$ cat src/rtl/axbr_pkg.sv
package axbr_pkg;

    localparam int unsigned BYTE_W = 8;

    typedef enum logic [1:0] {
        RESP_OKAY   = 2'b00,
        RESP_SLVERR = 2'b10
    } axbr_resp_e;

    typedef enum logic [1:0] {
        WR_IDLE = 2'd0,
        WR_RUN  = 2'd1,
        WR_RESP = 2'd2
    } axbr_wr_state_e;

    typedef enum logic {
        RD_IDLE = 1'b0,
        RD_REQ  = 1'b1
    } axbr_rd_state_e;

    function automatic axbr_resp_e resp_from_err(input logic err);
        return err ? RESP_SLVERR : RESP_OKAY;
    endfunction

endpackage

$ cat src/rtl/axbr_fifo2.sv
module axbr_fifo2 #(
    parameter int W = 8
) (
    input  logic         clk,
    input  logic         rst,
    input  logic         in_valid,
    output logic         in_ready,
    input  logic [W-1:0] in_data,
    output logic         out_valid,
    input  logic         out_ready,
    output logic [W-1:0] out_data
);
    localparam logic [1:0] DEPTH = 2'd2;

    logic [W-1:0] mem_q [2];
    logic         wr_ptr_q, rd_ptr_q;
    logic [1:0]   cnt_q;
    logic         push, pop;

    assign in_ready  = !rst && (cnt_q != DEPTH);
    assign out_valid = !rst && (cnt_q != 2'd0);
    assign out_data  = mem_q[rd_ptr_q];
    assign push      = in_valid && in_ready;
    assign pop       = out_valid && out_ready;

    always_ff @(posedge clk) begin
        if (push) mem_q[wr_ptr_q] <= in_data;
    end

    always_ff @(posedge clk) begin
        if (rst) begin
            wr_ptr_q <= 1'b0;
            rd_ptr_q <= 1'b0;
            cnt_q    <= 2'd0;
        end else begin
            if (push) wr_ptr_q <= ~wr_ptr_q;
            if (pop)  rd_ptr_q <= ~rd_ptr_q;
            case ({push, pop})
                2'b10:   cnt_q <= cnt_q + 2'd1;
                2'b01:   cnt_q <= cnt_q - 2'd1;
                default: cnt_q <= cnt_q;
            endcase
        end
    end

    // a presented entry stays put until taken
    assert_buf_hold_R8: assert property (@(posedge clk) disable iff (rst)
        out_valid && !out_ready |=> out_valid && $stable(out_data));

endmodule

$ cat src/rtl/axbr_wr_engine.sv
module axbr_wr_engine
    import axbr_pkg::*;
#(
    parameter int ADDR_W = 32,
    parameter int DATA_W = 32,
    localparam int LANES = DATA_W / BYTE_W,
    localparam int LB    = $clog2(LANES),
    localparam int CNT_W = $clog2(LANES + 1),
    localparam int WA    = ADDR_W - LB
) (
    input  logic              clk,
    input  logic              rst,
    input  logic              aw_valid,
    output logic              aw_ready,
    input  logic [WA-1:0]     aw_word,
    input  logic              w_valid,
    output logic              w_ready,
    input  logic [DATA_W-1:0] w_data,
    input  logic [LANES-1:0]  w_strb,
    output logic              b_valid,
    input  logic              b_ready,
    output axbr_resp_e        b_resp,
    output logic              bew_valid,
    input  logic              bew_ready,
    output logic [ADDR_W-1:0] bew_addr,
    output logic [CNT_W-1:0]  bew_count,
    output logic [DATA_W-1:0] bew_data,
    input  logic              bew_err
);
    axbr_wr_state_e      state_q;
    logic [WA-1:0]       word_q;
    logic [DATA_W-1:0]   data_q;
    logic [LANES-1:0]    mask_q;
    logic                err_q;

    logic [LB-1:0]       run_first;
    logic [CNT_W-1:0]    run_len;
    logic [LANES-1:0]    run_mask, mask_next;
    logic                found_c, broken_c;

    // lowest set lane, then the run of set lanes that starts there
    always_comb begin
        found_c   = 1'b0;
        run_first = '0;
        for (int i = 0; i < LANES; i++) begin
            if (!found_c && mask_q[i]) begin
                run_first = LB'(i);
                found_c   = 1'b1;
            end
        end
        broken_c = 1'b0;
        run_len  = '0;
        run_mask = '0;
        for (int i = 0; i < LANES; i++) begin
            if (i >= int'(run_first)) begin
                if (mask_q[i] && !broken_c) begin
                    run_len     = run_len + CNT_W'(1);
                    run_mask[i] = 1'b1;
                end else begin
                    broken_c = 1'b1;
                end
            end
        end
        mask_next = mask_q & ~run_mask;
    end

    assign aw_ready  = !rst && (state_q == WR_IDLE) && w_valid;
    assign w_ready   = !rst && (state_q == WR_IDLE) && aw_valid;
    assign bew_valid = !rst && (state_q == WR_RUN);
    assign bew_addr  = {word_q, run_first};
    assign bew_count = run_len;
    assign bew_data  = data_q >> {run_first, 3'b000};
    assign b_valid   = !rst && (state_q == WR_RESP);
    assign b_resp    = resp_from_err(err_q);

    always_ff @(posedge clk) begin
        if (rst) begin
            state_q <= WR_IDLE;
            word_q  <= '0;
            data_q  <= '0;
            mask_q  <= '0;
            err_q   <= 1'b0;
        end else begin
            case (state_q)
                WR_IDLE: if (aw_valid && w_valid) begin
                    word_q  <= aw_word;
                    data_q  <= w_data;
                    mask_q  <= w_strb;
                    err_q   <= 1'b0;
                    state_q <= (w_strb == '0) ? WR_RESP : WR_RUN;
                end
                WR_RUN: if (bew_valid && bew_ready) begin
                    mask_q <= mask_next;
                    err_q  <= err_q | bew_err;
                    if (mask_next == '0) state_q <= WR_RESP;
                end
                WR_RESP: if (b_ready) state_q <= WR_IDLE;
                default: state_q <= WR_IDLE;
            endcase
        end
    end

    // a run is non-empty and stays inside the word
    assert_run_fits_R3: assert property (@(posedge clk) disable iff (rst)
        bew_valid |-> (bew_count != '0) &&
                      (int'(bew_addr[LB-1:0]) + int'(bew_count) <= LANES));

    // the next run of the same transfer starts beyond a gap
    assert_runs_ascend_R3: assert property (@(posedge clk) disable iff (rst)
        bew_valid && bew_ready |=> !bew_valid ||
            (bew_addr > $past(bew_addr) + ADDR_W'($past(bew_count))));

    // back-end write request held until accepted
    assert_bew_hold_R8: assert property (@(posedge clk) disable iff (rst)
        bew_valid && !bew_ready |=> bew_valid && $stable(bew_addr) &&
                                    $stable(bew_count) && $stable(bew_data));

endmodule

$ cat src/rtl/axbr_rd_engine.sv
module axbr_rd_engine
    import axbr_pkg::*;
#(
    parameter int ADDR_W = 32,
    parameter int DATA_W = 32,
    localparam int LANES = DATA_W / BYTE_W,
    localparam int LB    = $clog2(LANES),
    localparam int WA    = ADDR_W - LB
) (
    input  logic              clk,
    input  logic              rst,
    input  logic              ar_valid,
    output logic              ar_ready,
    input  logic [WA-1:0]     ar_word,
    output logic              r_valid,
    input  logic              r_ready,
    output logic [DATA_W-1:0] r_data,
    output axbr_resp_e        r_resp,
    output logic              ber_valid,
    input  logic              ber_ready,
    output logic [ADDR_W-1:0] ber_addr,
    input  logic [DATA_W-1:0] ber_rdata,
    input  logic              ber_err
);
    axbr_rd_state_e state_q;
    logic [WA-1:0]  word_q;

    assign ar_ready  = !rst && (state_q == RD_IDLE);
    assign ber_valid = !rst && (state_q == RD_REQ) && r_ready;
    assign ber_addr  = {word_q, LB'(0)};
    assign r_valid   = ber_valid && ber_ready;
    assign r_data    = ber_err ? '0 : ber_rdata;
    assign r_resp    = resp_from_err(ber_err);

    always_ff @(posedge clk) begin
        if (rst) begin
            state_q <= RD_IDLE;
            word_q  <= '0;
        end else begin
            case (state_q)
                RD_IDLE: if (ar_valid) begin
                    word_q  <= ar_word;
                    state_q <= RD_REQ;
                end
                RD_REQ: if (ber_valid && ber_ready) state_q <= RD_IDLE;
                default: state_q <= RD_IDLE;
            endcase
        end
    end

    // one back-end read per request, never two back to back
    assert_one_read_R6: assert property (@(posedge clk) disable iff (rst)
        ber_valid && ber_ready |=> !ber_valid);

    // back-end read request held until accepted
    assert_ber_hold_R8: assert property (@(posedge clk) disable iff (rst)
        ber_valid && !ber_ready |=> ber_valid && $stable(ber_addr));

endmodule

$ cat src/rtl/axil_byterun_bridge.sv
module axil_byterun_bridge
    import axbr_pkg::*;
#(
    parameter int ADDR_W = 32,
    parameter int DATA_W = 32,
    localparam int LANES = DATA_W / BYTE_W,
    localparam int LB    = $clog2(LANES),
    localparam int CNT_W = $clog2(LANES + 1),
    localparam int WA    = ADDR_W - LB
) (
    input  logic              clk,
    input  logic              rst,
    input  logic              s_awvalid,
    output logic              s_awready,
    input  logic [ADDR_W-1:0] s_awaddr,
    input  logic [2:0]        s_awprot,
    input  logic              s_wvalid,
    output logic              s_wready,
    input  logic [DATA_W-1:0] s_wdata,
    input  logic [LANES-1:0]  s_wstrb,
    output logic              s_bvalid,
    input  logic              s_bready,
    output logic [1:0]        s_bresp,
    input  logic              s_arvalid,
    output logic              s_arready,
    input  logic [ADDR_W-1:0] s_araddr,
    input  logic [2:0]        s_arprot,
    output logic              s_rvalid,
    input  logic              s_rready,
    output logic [DATA_W-1:0] s_rdata,
    output logic [1:0]        s_rresp,
    output logic              bew_valid,
    input  logic              bew_ready,
    output logic [ADDR_W-1:0] bew_addr,
    output logic [CNT_W-1:0]  bew_count,
    output logic [DATA_W-1:0] bew_data,
    input  logic              bew_err,
    output logic              ber_valid,
    input  logic              ber_ready,
    output logic [ADDR_W-1:0] ber_addr,
    input  logic [DATA_W-1:0] ber_rdata,
    input  logic              ber_err
);
    logic                     unused_inputs;
    assign unused_inputs = ^{s_awprot, s_arprot, s_awaddr[LB-1:0], s_araddr[LB-1:0]};

    logic              aw_q_valid, aw_q_ready, w_q_valid, w_q_ready;
    logic [WA-1:0]     aw_q_word, ar_q_word;
    logic [DATA_W-1:0] w_q_data;
    logic [LANES-1:0]  w_q_strb;
    logic              eng_b_valid, eng_b_ready;
    axbr_resp_e        eng_b_resp;
    logic              ar_q_valid, ar_q_ready;
    logic              eng_r_valid, eng_r_ready;
    logic [DATA_W-1:0] eng_r_data;
    axbr_resp_e        eng_r_resp;

    axbr_fifo2 #(.W(WA)) u_aw_buf (
        .clk(clk), .rst(rst),
        .in_valid(s_awvalid), .in_ready(s_awready), .in_data(s_awaddr[ADDR_W-1:LB]),
        .out_valid(aw_q_valid), .out_ready(aw_q_ready), .out_data(aw_q_word));

    axbr_fifo2 #(.W(DATA_W + LANES)) u_w_buf (
        .clk(clk), .rst(rst),
        .in_valid(s_wvalid), .in_ready(s_wready), .in_data({s_wstrb, s_wdata}),
        .out_valid(w_q_valid), .out_ready(w_q_ready), .out_data({w_q_strb, w_q_data}));

    axbr_fifo2 #(.W(2)) u_b_buf (
        .clk(clk), .rst(rst),
        .in_valid(eng_b_valid), .in_ready(eng_b_ready), .in_data(eng_b_resp),
        .out_valid(s_bvalid), .out_ready(s_bready), .out_data(s_bresp));

    axbr_fifo2 #(.W(WA)) u_ar_buf (
        .clk(clk), .rst(rst),
        .in_valid(s_arvalid), .in_ready(s_arready), .in_data(s_araddr[ADDR_W-1:LB]),
        .out_valid(ar_q_valid), .out_ready(ar_q_ready), .out_data(ar_q_word));

    axbr_fifo2 #(.W(DATA_W + 2)) u_r_buf (
        .clk(clk), .rst(rst),
        .in_valid(eng_r_valid), .in_ready(eng_r_ready), .in_data({eng_r_resp, eng_r_data}),
        .out_valid(s_rvalid), .out_ready(s_rready), .out_data({s_rresp, s_rdata}));

    axbr_wr_engine #(.ADDR_W(ADDR_W), .DATA_W(DATA_W)) u_wr (
        .clk(clk), .rst(rst),
        .aw_valid(aw_q_valid), .aw_ready(aw_q_ready), .aw_word(aw_q_word),
        .w_valid(w_q_valid), .w_ready(w_q_ready), .w_data(w_q_data), .w_strb(w_q_strb),
        .b_valid(eng_b_valid), .b_ready(eng_b_ready), .b_resp(eng_b_resp),
        .bew_valid(bew_valid), .bew_ready(bew_ready), .bew_addr(bew_addr),
        .bew_count(bew_count), .bew_data(bew_data), .bew_err(bew_err));

    axbr_rd_engine #(.ADDR_W(ADDR_W), .DATA_W(DATA_W)) u_rd (
        .clk(clk), .rst(rst),
        .ar_valid(ar_q_valid), .ar_ready(ar_q_ready), .ar_word(ar_q_word),
        .r_valid(eng_r_valid), .r_ready(eng_r_ready), .r_data(eng_r_data), .r_resp(eng_r_resp),
        .ber_valid(ber_valid), .ber_ready(ber_ready), .ber_addr(ber_addr),
        .ber_rdata(ber_rdata), .ber_err(ber_err));

    // handshake outputs stay low throughout reset
    assert_reset_quiet_R10: assert property (@(posedge clk)
        rst |-> !(s_awready || s_wready || s_bvalid || s_arready ||
                  s_rvalid || bew_valid || ber_valid));

    // an erroring read returns zero data
    assert_err_zero_R6: assert property (@(posedge clk) disable iff (rst)
        s_rvalid && (s_rresp == 2'b10) |-> (s_rdata == '0));

    // only OKAY or SLVERR ever appear on B
    assert_bresp_legal_R5: assert property (@(posedge clk) disable iff (rst)
        s_bvalid |-> (s_bresp == 2'b00) || (s_bresp == 2'b10));

endmodule

$ cat config.mk
export PLATFORM = sky130hd
export DESIGN_NAME = axil_byterun_bridge
export DESIGN_NICKNAME = d
export VERILOG_FILES = /design/src/rtl/axbr_pkg.sv /design/src/rtl/axbr_fifo2.sv /design/src/rtl/axbr_wr_engine.sv /design/src/rtl/axbr_rd_engine.sv /design/src/rtl/axil_byterun_bridge.sv
export SDC_FILE = /design/constraint.sdc
export NUM_CORES = 1
export LEC_CHECK = 0
export BUFFER_PORTS_ARGS = -buffer_cell sky130_fd_sc_hd__buf_2
export CORE_MARGIN = 1
export CORE_UTILIZATION = 51
export CTS_BUF_LIST = sky130_fd_sc_hd__clkbuf_16
export CTS_CLUSTER_DIAMETER = 30
export DETAILED_ROUTE_END_ITERATION = 8
export PLACE_DENSITY = 0.86
export SKIP_LAST_GASP = 1
export SYNTH_ARGS = -nofsm -noshare
export SYNTH_HDL_FRONTEND = slang
export SYNTH_HIERARCHICAL = 1
export SYNTH_SLANG_ARGS = --single-unit
export TNS_END_PERCENT = 10
$ cat constraint.sdc
create_clock -name clk -period 7.5 [get_ports clk]
set_input_delay 1.5 -clock clk [delete_from_list [all_inputs] [get_ports clk]]
set_output_delay 1.5 -clock clk [all_outputs]
set_load 0.03 [all_outputs]
==> impl_metrics.json <==
{
  "ir_drop_mv": 0.236,
  "cpPeakStageDelay_ns": 0.51,
  "path_max_fanout": 27,
  "route.vias.total": 10264,
  "die_h_um": 177,
  "arrival_ns": 3.13,
  "dp_hpwl_mm": 21.0,
  "crit_buf_inv": 2,
  "drv_cap": 0,
  "firstDrtPassIters": 5,
  "worst_pin_slew_ns": 1.20,
  "min_path_type": "register to register",
  "fin_nets": 1610,
  "endpoint_kind": "primary output",
  "ys_warn_count": 6,
  "synth_area_per_cell_um2": 13.6,
  "cp_common_cell": "ha_1",
  "cp_top_family": "adder cells",
  "synth_ff_type": "edfxtp_1",
  "p_int_w": 0.00489,
  "cts_resized": 0,
  "syn_inst": 1152,
  "critPathKind": "register to primary output",
  "yosysSeqAreaShare_pct": 66.6,
  "cts_tree": "built",
  "die_width_um": 177,
  "drv_slew": 0,
  "fmax_mhz": 216,
  "syn_to_final_growth_pct": 28.4,
  "final_util_pct": 67.2,
  "insertion_delay_ns": 0.57,
  "setup_tns_ns": 0,
  "cpMaxStageDelayCell": "dfxtp_1",
  "drive_above_1_share_pct": 38.0,
  "core-area_um2": 30000,
  "route.detailed.drc": 0,
  "initial_core_util_pct": 52.3,
  "min_period_ns": 4.63,
  "clockRootBuffer": "clkbuf_16",
  "placed_cells": 1762,
  "die_area_um2": 31400,
  "postRouteAntennaNets": 0,
  "grt_pass1_vias": 10939,
  "p_seq_share_pct": 38.0,
  "grt_pass1_wl_mm": 55.0,
  "antenna_found_initial": 6,
  "syn_area_um2": 15700,
  "postSynth.asyncResetShare_pct": 0,
  "grt_max_degree": 92,
  "fin_worst_skew_ns": 0.0226,
  "synth_edf_count": 264,
  "avgViaCountPerCell": 5.37,
  "ys_seq_elements": 389,
  "relSlewSlack_pct": 20.1,
  "switching_power_w": 0.00141,
  "whs_ns": 0.451,
  "crit_required_ns": 6.00,
  "ys_types": 54,
  "clk_path_buf_depth": 3,
  "outcome": "finished, final reports clean",
  "row_count": 63,
  "clock_sinks": 389,
  "track_usage_pct": 22.5,
  "rsz0062_at_grt": "no",
  "cts_setup_buffers": 0,
  "pwr-share-clk_pct": 57.0,
  "routedWlPerCell_um": 18.7,
  "finalPower_w": 0.00630,
  "setup_viol": 0,
  "gp_congestion": 0.806,
  "cts_buffers": 79,
  "switching_share_pct": 22.3,
  "path_cells": "nor2_1, nor3_4, buf_4, nor2b_1, ha_1, o22ai_1, a21oi_1, ha_1, mux2_1, buf_2",
  "portBuffers": 278,
  "period_share_pct": 61.8,
  "drtIter0Drc": 634,
  "ctsHoldBuffers": 0,
  "io_pins": 291,
  "cts.clk_slew.worst_paths_ns": 0.05,
  "combPwrFrac_pct": 4.9,
  "htree_levels": 3,
  "p_leak_nw": 7.61,
  "grt_overflow": 0,
  "hold_viol": 0,
  "power_density_nw_per_um2": 313,
  "instances_no_fill": 1913,
  "crit_path_start_kind": "register",
  "drt_wl_total_mm": 35.8
}
-- cell usage after synthesis, types with 10 or more instances --
master | instances | area [µm²]
o21ai_0 | 19 | 95.1
mux2i_1 | 17 | 170
buf_2 | 27 | 135
edfxtp_1 | 264 | 7930
nand2_1 | 137 | 514
nand2b_1 | 33 | 206
xor2_1 | 10 | 87.6
o21ai_1 | 40 | 200
nor2_1 | 51 | 191
or3_1 | 15 | 93.8
nand4bb_1 | 31 | 349
dfxtp_1 | 125 | 2500
nor2b_1 | 48 | 300
clkbuf_1 | 27 | 101
mux2_2 | 132 | 1490
buf_4 | 11 | 82.6
a21oi_1 | 75 | 375
-- sequential cells by signal, indices dropped and copies added (netlist names), 2 cells and up, named ones only --
signal          cells
u_w_buf/mem_q      72
u_r_buf/mem_q      68
u_ar_buf/mem_q     60
u_aw_buf/mem_q     60
u_wr/data_q        32
u_rd/word_q        30
u_wr/word_q        30
u_b_buf/mem_q       4
u_wr/mask_q         4
u_ar_buf/cnt_q      2
u_aw_buf/cnt_q      2
u_b_buf/cnt_q       2
u_r_buf/cnt_q       2
u_w_buf/cnt_q       2
u_wr/state_q        2
-- per-layer routing --
| metal | vias to the layer above | part of all wire [%] | track usage (%) |
|---|---|---|---|
| li1 | 4799 | - | - |
| met1 | 4985 | 39 | 26.3 |
| met2 | 398 | 51 | 39.0 |
| met3 | 78 | 7.0 | 5.50 |
| met4 | 4 | 2.8 | 9.97 |
| met5 | - | 0.067 | 0 |
-- cell families (layout without fill, tap and decap cells) --
group / count (synthesis) / in the layout / synth area share [%]
other cells: 2 / 8 / 0.0479
xor+xnor: 16 / 16 / 0.894
buf+inv: 84 / 449 / 2.78
flops: 389 / 389 / 66.6
compound gates: 150 / 150 / 5.18
mux: 158 / 158 / 11.9
fa+ha+maj: 8 / 8 / 0.639
simple gates: 345 / 345 / 12.0
-- final cells by class --
type,instances,area [µm²]
Clock inverter,68,826
Sequential cell,389,10400
Tap cell,390,488
Timing Repair Buffer,294,1510
Clock buffer,79,1980
Inverter,8,30.0
Antenna cell,4,10.0
Fill cell,2083,9830
Multi-Input combinational cell,681,4850
-- worst paths after layout --
path / from / slack, ns / cells after the start / to
min reg2reg: u_wr/word_q[22] / 0.45 / 2 / u_wr/word_q[22]
min: u_wr/word_q[22] / 0.45 / 2 / u_wr/word_q[22]
max: u_wr/mask_q[3] / 2.87 / 10 / bew_count[1]
max reg2reg: u_r_buf/cnt_q[0] / 4.82 / 6 / u_r_buf/mem_q[0][7]
-- through the flow --
step / setup WS [ns] / instance area [µm²]
after floorplan: 3.13 / 15700
after global placement: 3.15 / 17300
after detailed placement: 3.11 / 17300
after CTS: 2.85 / 20100
after global routing: 2.70 / 20100
final: 2.87 / 20100
-- power by group through the flow --
| stage | logic [W] | clock network (W) | registers, W |
|---|---|---|---|
| finish | 0.000311 | 0.00359 | 0.00240 |
| global route | 0.000336 | 0.00375 | 0.00240 |
| CTS | 0.000313 | 0.00364 | 0.00240 |
| detailed placement | 0.000308 | 0 | 0.00243 |
| global placement | 0.000298 | 0 | 0.00243 |
| floorplan | 0.000178 | 0 | 0.00245 |
-- tightest hold or removal path, cell delays in order, from the launching register on --
cell and delay [ns]:
dfxtp_1 0.30, nand2_1 0.05, a21oi_1 0.05
-- placed cells by master, fill, tap and decap left out, types with 8 or more instances in the layout --
| cell | n |
|---|---|
| nand2_1 | 137 |
| mux2_2 | 132 |
| clkbuf_16 | 79 |
| clkinvlp_4 | 10 |
| o21ai_0 | 19 |
| inv_1 | 11 |
| or3_1 | 15 |
| bufinv_16 | 13 |
| dfxtp_1 | 125 |
| xor2_1 | 10 |
| buf_4 | 17 |
| edfxtp_1 | 264 |
| a21oi_1 | 75 |
| nand4bb_1 | 30 |
| buf_2 | 277 |
| o21ai_1 | 40 |
| mux2i_1 | 17 |
| nand2b_1 | 33 |
| ha_1 | 8 |
| nor2_1 | 46 |
| clkinv_1 | 12 |
| nor2b_1 | 48 |
Note: power is estimated with default switching activity, not from simulation.
